<file path="src/rtl/gcv_pkg.sv">
package gcv_pkg;

  // Volatility fault: level-1 code c (00 = most volatile on its two low bits,
  // top bit set = never faults) against level-2 code h (11 = most volatile).
  // Fault when the level-1 rank is at least the level-2 rank.
  function automatic logic vol_fault(input logic [2:0] l1_code,
                                     input logic [1:0] l2_code);
    logic [1:0] l1_rank;
    if (l1_code[2]) begin
      return 1'b0;
    end
    l1_rank = 2'd3 - l1_code[1:0];
    return (l1_rank >= l2_code);
  endfunction

  // Bit folded into the dispatch address from the two select bits.
  function automatic logic disp_or_bit(input logic sel_fault,
                                       input logic sel_old,
                                       input logic fault,
                                       input logic old);
    return (sel_fault & fault) | (sel_old & old);
  endfunction

endpackage

</file>
<file path="src/rtl/gcv_map_steer.sv">
module gcv_map_steer #(
  parameter int ADDR_W     = 25,
  parameter int WIN_CYCLES = 2
) (
  input  logic              clk,
  input  logic              rst,
  input  logic              acc_start,
  input  logic [ADDR_W-1:0] vma_addr,
  input  logic [ADDR_W-1:0] md_data,
  output logic [ADDR_W-1:0] map_addr,
  output logic              map_sel_vma,
  output logic              cap_strobe
);
  localparam int CW = $clog2(WIN_CYCLES + 1);
  localparam logic [CW-1:0] WIN_LOAD = CW'(WIN_CYCLES);
  localparam logic [CW-1:0] LAST_CYC = CW'(1);

  logic [CW-1:0] win_cnt;

  always_ff @(posedge clk) begin
    if (rst) begin
      win_cnt <= '0;
    end else if (acc_start) begin
      win_cnt <= WIN_LOAD;
    end else if (win_cnt != '0) begin
      win_cnt <= win_cnt - LAST_CYC;
    end
  end

  assign map_sel_vma = (win_cnt != '0);
  assign cap_strobe  = (win_cnt == LAST_CYC) && !acc_start;
  assign map_addr    = map_sel_vma ? vma_addr : md_data;

endmodule

</file>
<file path="src/rtl/gcv_l2_latch.sv">
module gcv_l2_latch #(
  parameter int L2_W   = 36,
  parameter int L2_LSB = 33
) (
  input  logic            clk,
  input  logic            rst,
  input  logic            cap_strobe,
  input  logic [L2_W-1:0] l2_entry,
  output logic [1:0]      held_vol
);
  always_ff @(posedge clk) begin
    if (rst) begin
      held_vol <= 2'b00;
    end else if (cap_strobe) begin
      held_vol <= l2_entry[L2_LSB +: 2];
    end
  end
endmodule

</file>
<file path="src/rtl/gcv_fault_eval.sv">
module gcv_fault_eval #(
  parameter int L1_W   = 24,
  parameter int L1_LSB = 7
) (
  input  logic [L1_W-1:0] l1_entry,
  input  logic [1:0]      held_vol,
  output logic            gcv_fault
);
  import gcv_pkg::*;

  logic [2:0] l1_code;

  assign l1_code   = l1_entry[L1_LSB +: 3];
  assign gcv_fault = vol_fault(l1_code, held_vol);
endmodule

</file>
<file path="src/rtl/gcv_dispatch_merge.sv">
module gcv_dispatch_merge #(
  parameter int UI_W       = 16,
  parameter int DISP_W     = 12,
  parameter int GCV_EN_BIT = 10,
  parameter int OLD_EN_BIT = 11
) (
  input  logic [UI_W-1:0]   uinst,
  input  logic [DISP_W-1:0] disp_base,
  input  logic              gcv_fault,
  input  logic              oldspace,
  output logic [DISP_W-1:0] disp_addr
);
  import gcv_pkg::*;

  logic or_bit;

  assign or_bit = disp_or_bit(uinst[GCV_EN_BIT], uinst[OLD_EN_BIT],
                              gcv_fault, oldspace);

  generate
    if (DISP_W > 1) begin : g_wide
      assign disp_addr = {disp_base[DISP_W-1:1], disp_base[0] | or_bit};
    end else begin : g_narrow
      assign disp_addr = disp_base | or_bit;
    end
  endgenerate
endmodule

</file>
<file path="src/rtl/gcv_dispatch_unit.sv">
module gcv_dispatch_unit #(
  parameter int ADDR_W     = 25,
  parameter int WIN_CYCLES = 2,
  parameter int L1_W       = 24,
  parameter int L1_LSB     = 7,
  parameter int L2_W       = 36,
  parameter int L2_LSB     = 33,
  parameter int UI_W       = 16,
  parameter int DISP_W     = 12,
  parameter int GCV_EN_BIT = 10,
  parameter int OLD_EN_BIT = 11
) (
  input  logic              clk,
  input  logic              rst,
  input  logic              acc_start,
  input  logic [ADDR_W-1:0] vma_addr,
  input  logic [ADDR_W-1:0] md_data,
  output logic [ADDR_W-1:0] map_addr,
  output logic              map_sel_vma,
  input  logic [L1_W-1:0]   l1_entry,
  input  logic [L2_W-1:0]   l2_entry,
  input  logic [UI_W-1:0]   uinst,
  input  logic [DISP_W-1:0] disp_base,
  input  logic              oldspace,
  output logic [DISP_W-1:0] disp_addr,
  output logic              gcv_fault
);
  // Internal events named for the checker.
  logic       cap_strobe;
  logic [1:0] held_vol;

  gcv_map_steer #(
    .ADDR_W(ADDR_W), .WIN_CYCLES(WIN_CYCLES)
  ) u_steer (
    .clk(clk), .rst(rst), .acc_start(acc_start),
    .vma_addr(vma_addr), .md_data(md_data),
    .map_addr(map_addr), .map_sel_vma(map_sel_vma),
    .cap_strobe(cap_strobe)
  );

  gcv_l2_latch #(
    .L2_W(L2_W), .L2_LSB(L2_LSB)
  ) u_latch (
    .clk(clk), .rst(rst), .cap_strobe(cap_strobe),
    .l2_entry(l2_entry), .held_vol(held_vol)
  );

  gcv_fault_eval #(
    .L1_W(L1_W), .L1_LSB(L1_LSB)
  ) u_eval (
    .l1_entry(l1_entry), .held_vol(held_vol), .gcv_fault(gcv_fault)
  );

  gcv_dispatch_merge #(
    .UI_W(UI_W), .DISP_W(DISP_W),
    .GCV_EN_BIT(GCV_EN_BIT), .OLD_EN_BIT(OLD_EN_BIT)
  ) u_merge (
    .uinst(uinst), .disp_base(disp_base),
    .gcv_fault(gcv_fault), .oldspace(oldspace),
    .disp_addr(disp_addr)
  );

endmodule

</file>
<file path="config.mk">
export PLATFORM = sky130hd
export DESIGN_NAME = gcv_dispatch_unit
export DESIGN_NICKNAME = d
export VERILOG_FILES = /design/src/rtl/gcv_pkg.sv /design/src/rtl/gcv_map_steer.sv /design/src/rtl/gcv_l2_latch.sv /design/src/rtl/gcv_fault_eval.sv /design/src/rtl/gcv_dispatch_merge.sv /design/src/rtl/gcv_dispatch_unit.sv
export SDC_FILE = /design/constraint.sdc
export NUM_CORES = 1
export LEC_CHECK = 0
export BUFFER_PORTS_ARGS = -buffer_cell sky130_fd_sc_hd__buf_4
export CAP_MARGIN = 20
export CORE_AREA = 4 4 68 70
export CTS_BUF_LIST = sky130_fd_sc_hd__clkbuf_4
export CTS_CLUSTER_DIAMETER = 40
export CTS_CLUSTER_SIZE = 12
export DETAILED_ROUTE_END_ITERATION = 6
export DIE_AREA = 0 0 72 74
export PLACE_DENSITY = 0.68
export SLEW_MARGIN = 20
export SYNTH_ARGS = -nofsm -noshare
export SYNTH_HDL_FRONTEND = slang
export SYNTH_SLANG_ARGS = --single-unit
</file>
<file path="constraint.sdc">
create_clock -name clk -period 1.8 [get_ports clk]
set_input_delay 0.27 -clock clk [delete_from_list [all_inputs] [get_ports clk]]
set_output_delay 0.27 -clock clk [all_outputs]
set_load 0.02 [all_outputs]
</file>
==> flow_summary.html <==
<table>
<tr><th>Metric</th><th>Value</th></tr>
<tr><th colspan="2">Detailed routing</th></tr>
<tr><td>Ratio of routed vias to standard cells</td><td>3.95</td></tr>
<tr><td>DR WL/cell</td><td>15.5 µm</td></tr>
<tr><td>Post-route antenna net violation count</td><td>0</td></tr>
<tr><td>Pre-Repair DR Iteration Count</td><td>2</td></tr>
<tr><td>WL final</td><td>between 2 and 3 mm</td></tr>
<tr><td>Violation count after the first detailed-route iteration</td><td>5</td></tr>
<tr><td>Via count of the routed design</td><td>758</td></tr>
<tr><td>Final routed DRC violation total</td><td>0</td></tr>
<tr><th colspan="2">Timing</th></tr>
<tr><td>Final period demand of the worst path</td><td>1.72 ns</td></tr>
<tr><td>Max-slew violation count</td><td>0</td></tr>
<tr><td>Fin. Hold Viols</td><td>0</td></tr>
<tr><td>Part of the cycle the worst path needs</td><td>between 90% and 100%</td></tr>
<tr><td>Clock skew</td><td>0.00184 ns</td></tr>
<tr><td>Setup tns final</td><td>0 ns</td></tr>
<tr><td>Setup repair after global routing missed its margin</td><td>no</td></tr>
<tr><td>Slew @ Worst Pin</td><td>0.250 ns</td></tr>
<tr><td>Final setup violation count</td><td>0</td></tr>
<tr><td>Tightest hold margin</td><td>0.219 ns</td></tr>
<tr><td>Max frequency</td><td>between 0.5 and 0.6 GHz</td></tr>
<tr><td>Worst slew margin</td><td>83.2%</td></tr>
<tr><th colspan="2">CTS</th></tr>
<tr><td>Insertion delay to the later sink of the worst-skew pair</td><td>0.24 ns</td></tr>
<tr><td>Post-CTS setup buffer count</td><td>0</td></tr>
<tr><td>CTS Root Cell</td><td>clkbuf_4</td></tr>
<tr><td>Clock tree sinks</td><td>4</td></tr>
<tr><td>Clock tree from TritonCTS</td><td>done</td></tr>
<tr><td>TritonCTS Buffers</td><td>3</td></tr>
<tr><td>Maximum buffer depth of the clock tree</td><td>2</td></tr>
<tr><td>Number of hold-repair buffers added at the cts stage</td><td>0</td></tr>
<tr><td>H-tree level count</td><td>1</td></tr>
<tr><td>CTS clk-pin slew, worst paths</td><td>0.04 ns</td></tr>
<tr><td>Post-cts resize count</td><td>0</td></tr>
<tr><th colspan="2">Critical path</th></tr>
<tr><td>Setup slack of the most critical reg-to-reg path</td><td>0.74 ns</td></tr>
<tr><td>Arrival time at the worst endpoint</td><td>1.45 ns</td></tr>
<tr><td>Critical path, cell by cell</td><td>nor2_4, buf_12, mux2_2, buf_4</td></tr>
<tr><td>Maximum fanout along the worst path</td><td>26</td></tr>
<tr><td>Slowest cell on the critical path</td><td>mux2_2</td></tr>
<tr><td>Delay of the slowest cell on the worst path</td><td>approximately 0.36 ns</td></tr>
<tr><td>Worst reg2reg path startpoint</td><td>u_steer.win_cnt[0]$_SDFFE_PP0N_</td></tr>
<tr><td>Cell family with most CP delay</td><td>buffers and inverters</td></tr>
<tr><td>WS Path Type</td><td>register to output port</td></tr>
<tr><td>CP Data Required Time</td><td>1.53 ns</td></tr>
<tr><td>Critical R2R Capture</td><td>u_latch.held_vol[0]$_SDFFE_PP0P_</td></tr>
<tr><td>Critical Path End Type</td><td>output port</td></tr>
<tr><td>Reg2reg path depth</td><td>3</td></tr>
<tr><td>Startpoint kind of the worst setup timing path</td><td>register</td></tr>
<tr><td>Count of buffer and inverter cells on the critical path</td><td>2</td></tr>
<tr><th colspan="2">Global routing</th></tr>
<tr><td>Via count of the first global-routing pass</td><td>between 800 and 900</td></tr>
<tr><td>Total global routing overflow</td><td>0</td></tr>
<tr><td>Largest net degree at the start of global routing</td><td>27</td></tr>
<tr><td>Initial antenna violation count</td><td>0</td></tr>
<tr><td>Overall fraction of global-route tracks in use</td><td>between 10% and 20%</td></tr>
<tr><td>Wire length of the first global-routing pass</td><td>~4 mm</td></tr>
<tr><th colspan="2">Run</th></tr>
<tr><td>Reported max-cap violation count</td><td>0</td></tr>
<tr><th colspan="2">Final layout</th></tr>
<tr><td>Storage cell area</td><td>80.1 µm²</td></tr>
<tr><td>Final core occ</td><td>33.8%</td></tr>
<tr><td>Nets</td><td>between 200 and 300</td></tr>
<tr><td>Signed area change from the synthesized netlist to the final layout</td><td>99.1%</td></tr>
<tr><td>Filler cell count in the final layout</td><td>around 440</td></tr>
<tr><td>Area of the multi-input gates</td><td>478 µm²</td></tr>
<tr><td>Number of antenna repair diodes</td><td>0</td></tr>
<tr><td>Non-Filler Cell Area, Final</td><td>1340 µm²</td></tr>
<tr><td>Leading cell type in the layout, fill and taps excluded</td><td>buf_4</td></tr>
<tr><td>Highest-count cells in the layout ignoring fill and taps</td><td>89 x buf_4, 19 x mux2_4, 6 x mux2_2, 4 x nor2_1, 4 x dfxtp_1</td></tr>
<tr><td>Share of cells above drive strength 1</td><td>84.5%</td></tr>
<tr><th colspan="2">Placement</th></tr>
<tr><td>Last weighted congestion value of the routability-driven placer</td><td>~0.7</td></tr>
<tr><td>DP Area</td><td>~1300 µm²</td></tr>
<tr><td>DP Wirelength</td><td>2.75 mm</td></tr>
<tr><td>Number of buffers added on ports</td><td>89</td></tr>
<tr><th colspan="2">Synthesis</th></tr>
<tr><td>Post-synthesis average cell area</td><td>approximately 11 µm²</td></tr>
<tr><td>Count of yosys warnings during synthesis</td><td>0</td></tr>
<tr><td>Instance count of the mapped netlist</td><td>62</td></tr>
<tr><td>Register area share after synthesis</td><td>about an eighth</td></tr>
<tr><td>Synth Net Count</td><td>206</td></tr>
<tr><td>Flops &amp; latches, synth</td><td>4</td></tr>
<tr><td>Unique cell type count in the Yosys netlist</td><td>15</td></tr>
<tr><td>Netlist Area Pre-Place</td><td>674 µm²</td></tr>
<tr><th colspan="2">Floorplan</th></tr>
<tr><td>Initial standard-cell utilization of the core</td><td>17.0%</td></tr>
<tr><td>Area enclosed by the die boundary</td><td>about 5300 µm²</td></tr>
<tr><td>Count of standard-cell rows</td><td>23</td></tr>
<tr><td>Overall die width</td><td>72 µm</td></tr>
<tr><td>Core region area</td><td>3970 µm²</td></tr>
<tr><td>Chip height</td><td>around 74 µm</td></tr>
<tr><td>Number of top-level pins</td><td>approximately 180</td></tr>
<tr><th colspan="2">Power</th></tr>
<tr><td>IR Drop Worst-Case VDD</td><td>0.344 mV</td></tr>
<tr><td>Power density relative to cell area</td><td>between 400 and 500 nW/µm²</td></tr>
<tr><td>Total leakage power</td><td>0.731 nW</td></tr>
<tr><td>Total power</td><td>0.587 mW</td></tr>
<tr><th colspan="2">Min path</th></tr>
<tr><td>Startpoint of the worst hold path</td><td>rst</td></tr>
<tr><td>Worst hold path stage count</td><td>2</td></tr>
<tr><td>Worst Hold Class</td><td>input port to register</td></tr>
<tr><td>Worst min-delay path endpoint</td><td>u_latch.held_vol[1]$_SDFFE_PP0P_</td></tr>
<tr><th colspan="2">Run status</th></tr>
<tr><td>Outcome</td><td>finished, final reports clean</td></tr>
</table>
-- flip-flops by register name, indices dropped and copies added, names as in the netlist --
| name | count |
|---|---|
| u_steer.win_cnt | 2 |
| u_latch.held_vol | 2 |
-- metal layers --
layer	GRT usage (%)	share of wire [%]
met1	10.1	34
met2	12.9	33
met3	13.4	32
met4	3.76	0.91
met5	0	0
-- Yosys cell counts --
library cell / count / area [µm²]
mux2_4: 19 / 285
buf_4: 11 / 82.6
mux2_2: 6 / 67.6
dfxtp_1: 4 / 80.1
nor2_1: 4 / 15.0
a21oi_1: 3 / 15.0
inv_1: 3 / 11.3
buf_6: 2 / 22.5
ha_1: 2 / 25.0
mux2i_1: 2 / 20.0
nand2b_1: 2 / 12.5
nor2_4: 1 / 11.3
nor3b_2: 1 / 12.5
nor4b_1: 1 / 8.76
o21ai_0: 1 / 5.00
-- stage by stage --
step,worst slack [ns],cells
2_1_floorplan,0.339,62
3_5_place_dp,0.262,189
5_1_grt,0.0164,192
3_3_place_gp,0.243,189
4_1_cts,0.0541,192
6_report,0.0803,192
-- worst reg2reg max path, stage by stage, from the launching register on --
cell and delay, ns:
dfxtp_1 0.40, nor3b_2 0.29, mux2i_1 0.22, nor2_1 0.05
-- worst max path at each step --
stage,depth (start not counted),slack (ns),start,endpoint
after floorplan,4,0.34,u_latch.held_vol[0]$_SDFFE_PP0P_,disp_addr[0]
after global placement,6,0.24,l1_entry[7],disp_addr[0]
after detailed placement,6,0.26,l1_entry[7],disp_addr[0]
after CTS,4,0.05,u_steer.win_cnt[0]$_SDFFE_PP0N_,map_addr[18]
after global routing,4,0.02,u_steer.win_cnt[0]$_SDFFE_PP0N_,map_addr[19]
final,4,0.08,u_steer.win_cnt[0]$_SDFFE_PP0N_,map_addr[24]
-- cells by family after synthesis --
logic type | share of synthesized area, %
multiplexers | 55.3
buffers and inverters | 17.3
AND/OR/NAND/NOR | 8.90
AO/OA/AOI/OAI | 2.97
flip-flops | 11.9
adder cells (fa/ha/maj) | 3.71
-- power by group --
part           switching (mW)  internal [mW]  leakage (nW)
clock                  0.0388         0.0747        0.0138
sequential            0.00306         0.0915        0.0326
combinational           0.150          0.229         0.685
-- cell type report --
| type | count | area share, % |
|---|---|---|
| clock buffers | 3 | 1.68 |
| well taps | 50 | 4.66 |
| repair buffers | 90 | 51.3 |
| multi-input cells | 42 | 35.6 |
| flip-flops and latches | 4 | 5.96 |
| inverters | 3 | 0.839 |
(Power assumes the default switching activity.)
